File: config.mk
export PLATFORM = sky130hd
export DESIGN_NAME = rtc_calendar
export DESIGN_NICKNAME = d
export VERILOG_FILES = /design/src/rtl/rtc_pkg.sv /design/src/rtl/rtc_prescaler.sv /design/src/rtl/rtc_time_chain.sv /design/src/rtl/rtc_date_chain.sv /design/src/rtl/rtc_calendar.sv
export SDC_FILE = /design/constraint.sdc
export NUM_CORES = 1
export LEC_CHECK = 0
export ABC_CLOCK_PERIOD_IN_PS = 2900
export BUFFER_PORTS_ARGS = -buffer_cell sky130_fd_sc_hd__buf_2
export CORE_ASPECT_RATIO = 0.7
export CORE_MARGIN = 1
export CORE_UTILIZATION = 45
export CTS_CLUSTER_SIZE = 30
export DETAILED_ROUTE_END_ITERATION = 6
export PLACE_DENSITY = 0.66
export RECOVER_POWER = 100
export SYNTH_ARGS = -nofsm -noshare
export SYNTH_HDL_FRONTEND = slang
export SYNTH_SLANG_ARGS = --single-unit
File: constraint.sdc
create_clock -name clk -period 2.9 [get_ports clk]
set_input_delay 0.58 -clock clk [delete_from_list [all_inputs] [get_ports clk]]
set_output_delay 0.58 -clock clk [all_outputs]
set_load 0.03 [all_outputs]
File: src/rtl/rtc_pkg.sv
package rtc_pkg;

  localparam int FIELD_COUNT = 7;
  localparam int RTC_ADDR_W  = 3;

  typedef enum logic [RTC_ADDR_W-1:0] {
    FLD_SEC   = 3'd0,
    FLD_MIN   = 3'd1,
    FLD_HOUR  = 3'd2,
    FLD_WDAY  = 3'd3,
    FLD_DATE  = 3'd4,
    FLD_MONTH = 3'd5,
    FLD_YEAR  = 3'd6,
    FLD_NONE  = 3'd7
  } rtc_field_e;

  // Bits a field keeps on a write; all others are forced to zero.
  function automatic logic [7:0] field_mask(input rtc_field_e f);
    case (f)
      FLD_SEC, FLD_MIN, FLD_HOUR: return 8'h7F;
      FLD_WDAY:                   return 8'h07;
      FLD_DATE:                   return 8'h3F;
      FLD_MONTH:                  return 8'h9F;
      FLD_YEAR:                   return 8'hFF;
      default:                    return 8'h00;
    endcase
  endfunction

  // Increment a two-digit packed BCD value (no range wrap).
  function automatic logic [7:0] bcd_inc(input logic [7:0] v);
    if (v[3:0] == 4'd9) return {v[7:4] + 4'd1, 4'd0};
    return {v[7:4], v[3:0] + 4'd1};
  endfunction

  // Divisibility by four read straight from the two BCD digits.
  function automatic logic bcd_leap(input logic [7:0] yr);
    if (yr[4]) return (yr[3:0] == 4'd2) || (yr[3:0] == 4'd6);
    return (yr[3:0] == 4'd0) || (yr[3:0] == 4'd4) || (yr[3:0] == 4'd8);
  endfunction

  // Last date of a BCD month.
  function automatic logic [7:0] month_last(input logic [4:0] mo, input logic leap);
    case (mo)
      5'h02:                      return leap ? 8'h29 : 8'h28;
      5'h04, 5'h06, 5'h09, 5'h11: return 8'h30;
      default:                    return 8'h31;
    endcase
  endfunction

endpackage

File: src/rtl/rtc_prescaler.sv
module rtc_prescaler #(
  parameter int DIV_COUNT = 32768
) (
  input  logic clk,
  input  logic rst_n,
  input  logic tick_en,
  input  logic hold,
  input  logic restart,
  output logic tick,
  output logic late_half
);
  localparam int CW = (DIV_COUNT > 2) ? $clog2(DIV_COUNT) : 1;
  localparam logic [CW-1:0] LAST = CW'(DIV_COUNT - 1);
  localparam logic [CW-1:0] HALF = CW'(DIV_COUNT / 2);

  logic [CW-1:0] cnt;
  logic          step;

  assign step      = tick_en && !hold;
  assign tick      = step && (cnt == LAST);
  assign late_half = (cnt >= HALF);

  always_ff @(posedge clk or negedge rst_n) begin
    if (!rst_n)       cnt <= '0;
    else if (restart) cnt <= '0;
    else if (step)    cnt <= (cnt == LAST) ? '0 : cnt + 1'b1;
  end
endmodule

File: src/rtl/rtc_time_chain.sv
module rtc_time_chain
  import rtc_pkg::*;
(
  input  logic       clk,
  input  logic       rst_n,
  input  logic       adv,
  input  logic [2:0] wr_en,
  input  logic [7:0] wr_data,
  output logic [7:0] sec_q,
  output logic [7:0] min_q,
  output logic [7:0] hour_q,
  output logic       day_carry
);
  localparam int BASE60_N = 2;

  logic [7:0] b60_q   [BASE60_N];
  logic       stage_c [BASE60_N+1];

  assign stage_c[0] = adv;

  // Seconds and minutes are identical base-60 BCD stages.
  for (genvar i = 0; i < BASE60_N; i++) begin : g_b60
    logic [7:0] mask_i;
    assign mask_i       = field_mask(rtc_field_e'(i));
    assign stage_c[i+1] = stage_c[i] && (b60_q[i] == 8'h59);

    always_ff @(posedge clk or negedge rst_n) begin
      if (!rst_n)          b60_q[i] <= 8'h00;
      else if (wr_en[i])   b60_q[i] <= wr_data & mask_i;
      else if (stage_c[i]) b60_q[i] <= (b60_q[i] == 8'h59) ? 8'h00 : bcd_inc(b60_q[i]);
    end
  end

  assign sec_q = b60_q[0];
  assign min_q = b60_q[1];

  logic [7:0] hour_nx;
  logic       hour_wrap;
  logic [7:0] hr_inc;
  logic       pm;
  logic [4:0] hr12;

  assign pm   = hour_q[5];
  assign hr12 = hour_q[4:0];

  always_comb begin
    hour_wrap = 1'b0;
    if (hour_q[6]) begin
      hr_inc = bcd_inc({3'b000, hr12});
      if (hr12 == 5'h12) begin
        hour_nx = {2'b01, pm, 5'h01};
      end else if (hr12 == 5'h11) begin
        hour_nx   = {2'b01, !pm, 5'h12};
        hour_wrap = pm;
      end else begin
        hour_nx = {2'b01, pm, hr_inc[4:0]};
      end
    end else begin
      hr_inc = bcd_inc(hour_q);
      if (hour_q[5:0] == 6'h23) begin
        hour_nx   = 8'h00;
        hour_wrap = 1'b1;
      end else begin
        hour_nx = hr_inc;
      end
    end
  end

  always_ff @(posedge clk or negedge rst_n) begin
    if (!rst_n)                  hour_q <= 8'h00;
    else if (wr_en[2])           hour_q <= wr_data & field_mask(FLD_HOUR);
    else if (stage_c[BASE60_N])  hour_q <= hour_nx;
  end

  assign day_carry = stage_c[BASE60_N] && hour_wrap;
endmodule

File: src/rtl/rtc_date_chain.sv
module rtc_date_chain
  import rtc_pkg::*;
(
  input  logic       clk,
  input  logic       rst_n,
  input  logic       adv,
  input  logic [3:0] wr_en,
  input  logic [7:0] wr_data,
  output logic [7:0] wday_q,
  output logic [7:0] date_q,
  output logic [7:0] month_q,
  output logic [7:0] year_q
);
  logic [7:0] last_day;
  logic       mo_carry;
  logic       yr_carry;
  logic       cent_flip;
  logic [7:0] mo_inc;

  assign last_day  = month_last(month_q[4:0], bcd_leap(year_q));
  assign mo_carry  = adv && (date_q == last_day);
  assign yr_carry  = mo_carry && (month_q[4:0] == 5'h12);
  assign cent_flip = yr_carry && (year_q == 8'h99);
  assign mo_inc    = bcd_inc({3'b000, month_q[4:0]});

  always_ff @(posedge clk or negedge rst_n) begin
    if (!rst_n) begin
      wday_q  <= 8'h01;
      date_q  <= 8'h01;
      month_q <= 8'h01;
      year_q  <= 8'h00;
    end else begin
      if (wr_en[0])  wday_q <= wr_data & field_mask(FLD_WDAY);
      else if (adv)  wday_q <= (wday_q == 8'h07) ? 8'h01 : wday_q + 8'h01;

      if (wr_en[1])  date_q <= wr_data & field_mask(FLD_DATE);
      else if (adv)  date_q <= mo_carry ? 8'h01 : bcd_inc(date_q);

      if (wr_en[2])      month_q <= wr_data & field_mask(FLD_MONTH);
      else if (mo_carry) month_q <= {month_q[7] ^ cent_flip, 2'b00,
                                     yr_carry ? 5'h01 : mo_inc[4:0]};

      if (wr_en[3])      year_q <= wr_data;
      else if (yr_carry) year_q <= cent_flip ? 8'h00 : bcd_inc(year_q);
    end
  end
endmodule

File: src/rtl/rtc_calendar.sv
module rtc_calendar
  import rtc_pkg::*;
#(
  parameter int DIV_COUNT = 32768
) (
  input  logic       clk,
  input  logic       rst_n,
  input  logic       tick_en,
  input  logic       osc_disable,
  input  logic       sqw_en,
  input  logic       wr_valid,
  output logic       wr_ready,
  input  logic [2:0] wr_addr,
  input  logic [7:0] wr_data,
  output logic [7:0] seconds_o,
  output logic [7:0] minutes_o,
  output logic [7:0] hours_o,
  output logic [7:0] wday_o,
  output logic [7:0] date_o,
  output logic [7:0] month_o,
  output logic [7:0] year_o,
  output logic       sec_pulse,
  output logic       sqw_o
);
  logic                   tick;
  logic                   late_half;
  logic                   wr_fire;
  logic [FIELD_COUNT-1:0] wr_sel;
  logic                   day_carry;

  assign wr_ready = !tick;
  assign wr_fire  = wr_valid && wr_ready;

  for (genvar f = 0; f < FIELD_COUNT; f++) begin : g_sel
    assign wr_sel[f] = wr_fire && (wr_addr == RTC_ADDR_W'(f));
  end

  rtc_prescaler #(.DIV_COUNT(DIV_COUNT)) u_presc (
    .clk       (clk),
    .rst_n     (rst_n),
    .tick_en   (tick_en),
    .hold      (osc_disable),
    .restart   (wr_sel[FLD_SEC]),
    .tick      (tick),
    .late_half (late_half)
  );

  rtc_time_chain u_time (
    .clk       (clk),
    .rst_n     (rst_n),
    .adv       (tick),
    .wr_en     (wr_sel[2:0]),
    .wr_data   (wr_data),
    .sec_q     (seconds_o),
    .min_q     (minutes_o),
    .hour_q    (hours_o),
    .day_carry (day_carry)
  );

  rtc_date_chain u_date (
    .clk     (clk),
    .rst_n   (rst_n),
    .adv     (day_carry),
    .wr_en   (wr_sel[6:3]),
    .wr_data (wr_data),
    .wday_q  (wday_o),
    .date_q  (date_o),
    .month_q (month_o),
    .year_q  (year_o)
  );

  assign sec_pulse = tick;
  assign sqw_o     = sqw_en && late_half;
endmodule

==> run metrics <==
Period Utilization, post-route=0.962; clock sinks=69; top post-synthesis cells by area=dfrtp_1 (36%), nand2_1 (5.6%), nor2_1 (4.7%); width of the die=122 um; Multi-input gate area=2610 um2; Setup WS pre-CTS=0.0604 ns; crit path kind=reg -> out; core area=9720 um2; Final TNS setup=0 ns; n_diodes=0; r2r setup slk=0.17 ns; cts hold-fix bufs=0; PwrDens=654 nW/um2; final clock skew=0.00758 ns; max frequency=0.358 GHz; root buf cell=clkbuf_16; Synth Flop Type=dfrtp_1; Final Setup Violations=0; Syn Inst Count=535; Least-Margin Pin Slew=1.45 ns; Final Power=3.51 mW; Sequential Power Share=0.383; synthesized area per cell=8.46 um2; final net count=655; CP startpoint kind=register; share of the synthesized area in the top cell type=0.365; maxcap violations=0; initial antenna violation count=0; part of the power in combinational logic=0.270; largest net degree at the start of global routing=27; chip height=85.9 um; total die area=10500 um2; CTS tree=done; share of layout cells above drive strength 1=0.117; vias in the first global route=4014; Min Hold Slack=0.380 ns; initial drt markers=405; # DRC=0; Port Buffers=73; P_leak=2.25 nW; unrepaired setup endpoints after global routing=no; RR Endpoint=u_date.year_q[1]; Reg2Reg Depth=10; via count=4441; CP Data Arrival Time=2.21 ns; FFs w/ async S/R, synth=1.00; Post-synth EDFFs=0; hpwl dp=9.63 mm; routed wire length=13.0 mm; Seq/Total Area, Yosys=0.382; Synth area leader=dfrtp_1; GPL Wtd Cong=0.855; Worst Setup End Kind=output pin; Clock Latency Late Sink=0.34 ns; crit-path max FO=7; Global Route Usage Sum=0.260; final worst path period need=2.79 ns; Int Power=2.23 mW; post-route ant nets=0; fill count=933; Max-slew headroom=0.0313; Max Buffers Root-to-Sink=2; reg2reg start=u_time.hour_q[4]; Reg area=1730 um2; cell row count=30; Hold/Removal Path Class=in -> async; Boundary Pins=76; wire length per cell=17.3 um; final worst slack=0.110 ns; Post-Synthesis Cell Area=4530 um2; Max Slew Vio Count=0; number of synthesized register bits=69; clock share of power=0.347; library cells used by synthesis=72; Via-to-Cell Ratio=5.89; fin util=0.552; CP endpoint=sec_pulse; Num CTS Buffers=9; Peak VDD IR=380 uV; endpoints failing hold=0; Area Growth Syn to Fin=18.6%; Switch Pwr=1.28 mW; H-tree levels=3; status=completed; Clock transition at path regs=0.06 ns; postcts setup bufs=0; synth warn=0; first-pass detailed-route iteration total=5; Initial Util=0.466; first-pass GRT wire length=20.8 mm; switching share of power=0.365; CP Data Required Time=2.32 ns; critical path startpoint=u_presc.cnt[6]; Remaining Overflow, GRT=0
==> synthesized netlist by cell type (8+ instances only) <==
master / instances
nand2_1: 67
dfrtp_1: 66
nor2_1: 57
o21ai_0: 36
a21oi_1: 34
nand3_1: 25
inv_1: 24
ha_1: 17
nor3_1: 16
clkbuf_1: 14
xor2_1: 14
nand4_1: 11
or3_1: 11
a31oi_1: 9
o211ai_1: 8
==> layer usage <==
layer,track usage,vias up,wire length (um)
met2,0.387,176,5640
li1,-,2104,-
met3,0.0585,13,1040
met1,0.377,2148,6240
met4,0.0707,0,131
met5,0,-,0
==> critical path: stages (launching register included) <==
cell and delay [ns]:
dfrtp_1 0.41, and4_1 0.33, nand4_2 0.14, or3_4 0.43
inv_1 0.16, buf_4 0.19, clkbuf_2 0.21
==> state kept, by name (all words and copies together) (netlist names) <==
name and cells:
u_presc.cnt 15, u_time.min_q 8, u_date.year_q 8, u_date.date_q 8, u_date.month_q 6, u_date.wday_q 8
u_time.hour_q 8, u_time.sec_q 8
==> power by group through the flow <==
stage | clock, mW | sequential, mW | combinational (mW)
finish | 1.22 | 1.34 | 0.949
global route | 1.26 | 1.37 | 1.05
CTS | 1.24 | 1.33 | 0.983
detailed placement | 0 | 1.35 | 0.979
global placement | 0 | 1.34 | 0.956
floorplan | 0 | 1.52 | 0.477
==> area by class of cell <==
class | count | area share
timing repair buffer | 98 | 0.0848
clock inverter | 4 | 0.0131
sequential | 69 | 0.322
tap | 128 | 0.0298
multi-input combinational | 419 | 0.485
clock buffer | 12 | 0.0478
inverter | 24 | 0.0168
==> placed cells by master (no fill, tap or decap), types with 11 or more instances in the layout <==
| cell | count |
|---|---|
| dfrtp_1 | 66 |
| buf_2 | 16 |
| buf_4 | 15 |
| nand3_1 | 25 |
| ha_1 | 17 |
| clkbuf_1 | 64 |
| nor2_1 | 57 |
| nand2_1 | 67 |
| nand4_1 | 11 |
| nor3_1 | 16 |
| xor2_1 | 14 |
| a21oi_1 | 34 |
| o21ai_0 | 36 |
| inv_1 | 24 |
==> timing repair <==
| action | 4_1_cts | 5_1_grt |
|---|---|---|
| endpoints found under the hold margin | 0 | 0 |
| resized for setup | 0 | 5 |
| setup endpoints to repair | 0 | 4 |
==> metrics by stage <==
| step | instances | instance area (um2) |
|---|---|---|
| after floorplan | 536 | 4530 |
| after global routing | 754 | 5370 |
| after global placement | 738 | 5120 |
| after detailed placement | 738 | 5120 |
| final | 754 | 5370 |
| after CTS | 754 | 5450 |
==> logic make-up after synthesis <==
group	after synthesis	share of synthesized area
and+or+nand+nor	249	0.294
AOI/OAI and AO/OA	125	0.175
DFF	69	0.382
buffers and inverters	48	0.0467
xor gates and xnor gates	18	0.0348
adders and majority gates	17	0.0470
muxes	8	0.0196
other	1	0.000828
==> worst min-delay path by stage <==
stage / slack, ns / to / from
floorplan: 0.28 / u_date.date_q[1] / rst_n
global placement: 0.50 / u_date.wday_q[7] / u_date.wday_q[7]
detailed placement: 0.51 / u_time.hour_q[7] / u_time.hour_q[7]
CTS: 0.18 / u_date.wday_q[5] / rst_n
global route: 0.46 / u_date.wday_q[5] / rst_n
finish: 0.38 / u_date.wday_q[5] / rst_n
Note: power is estimated with default switching activity, not from simulation.
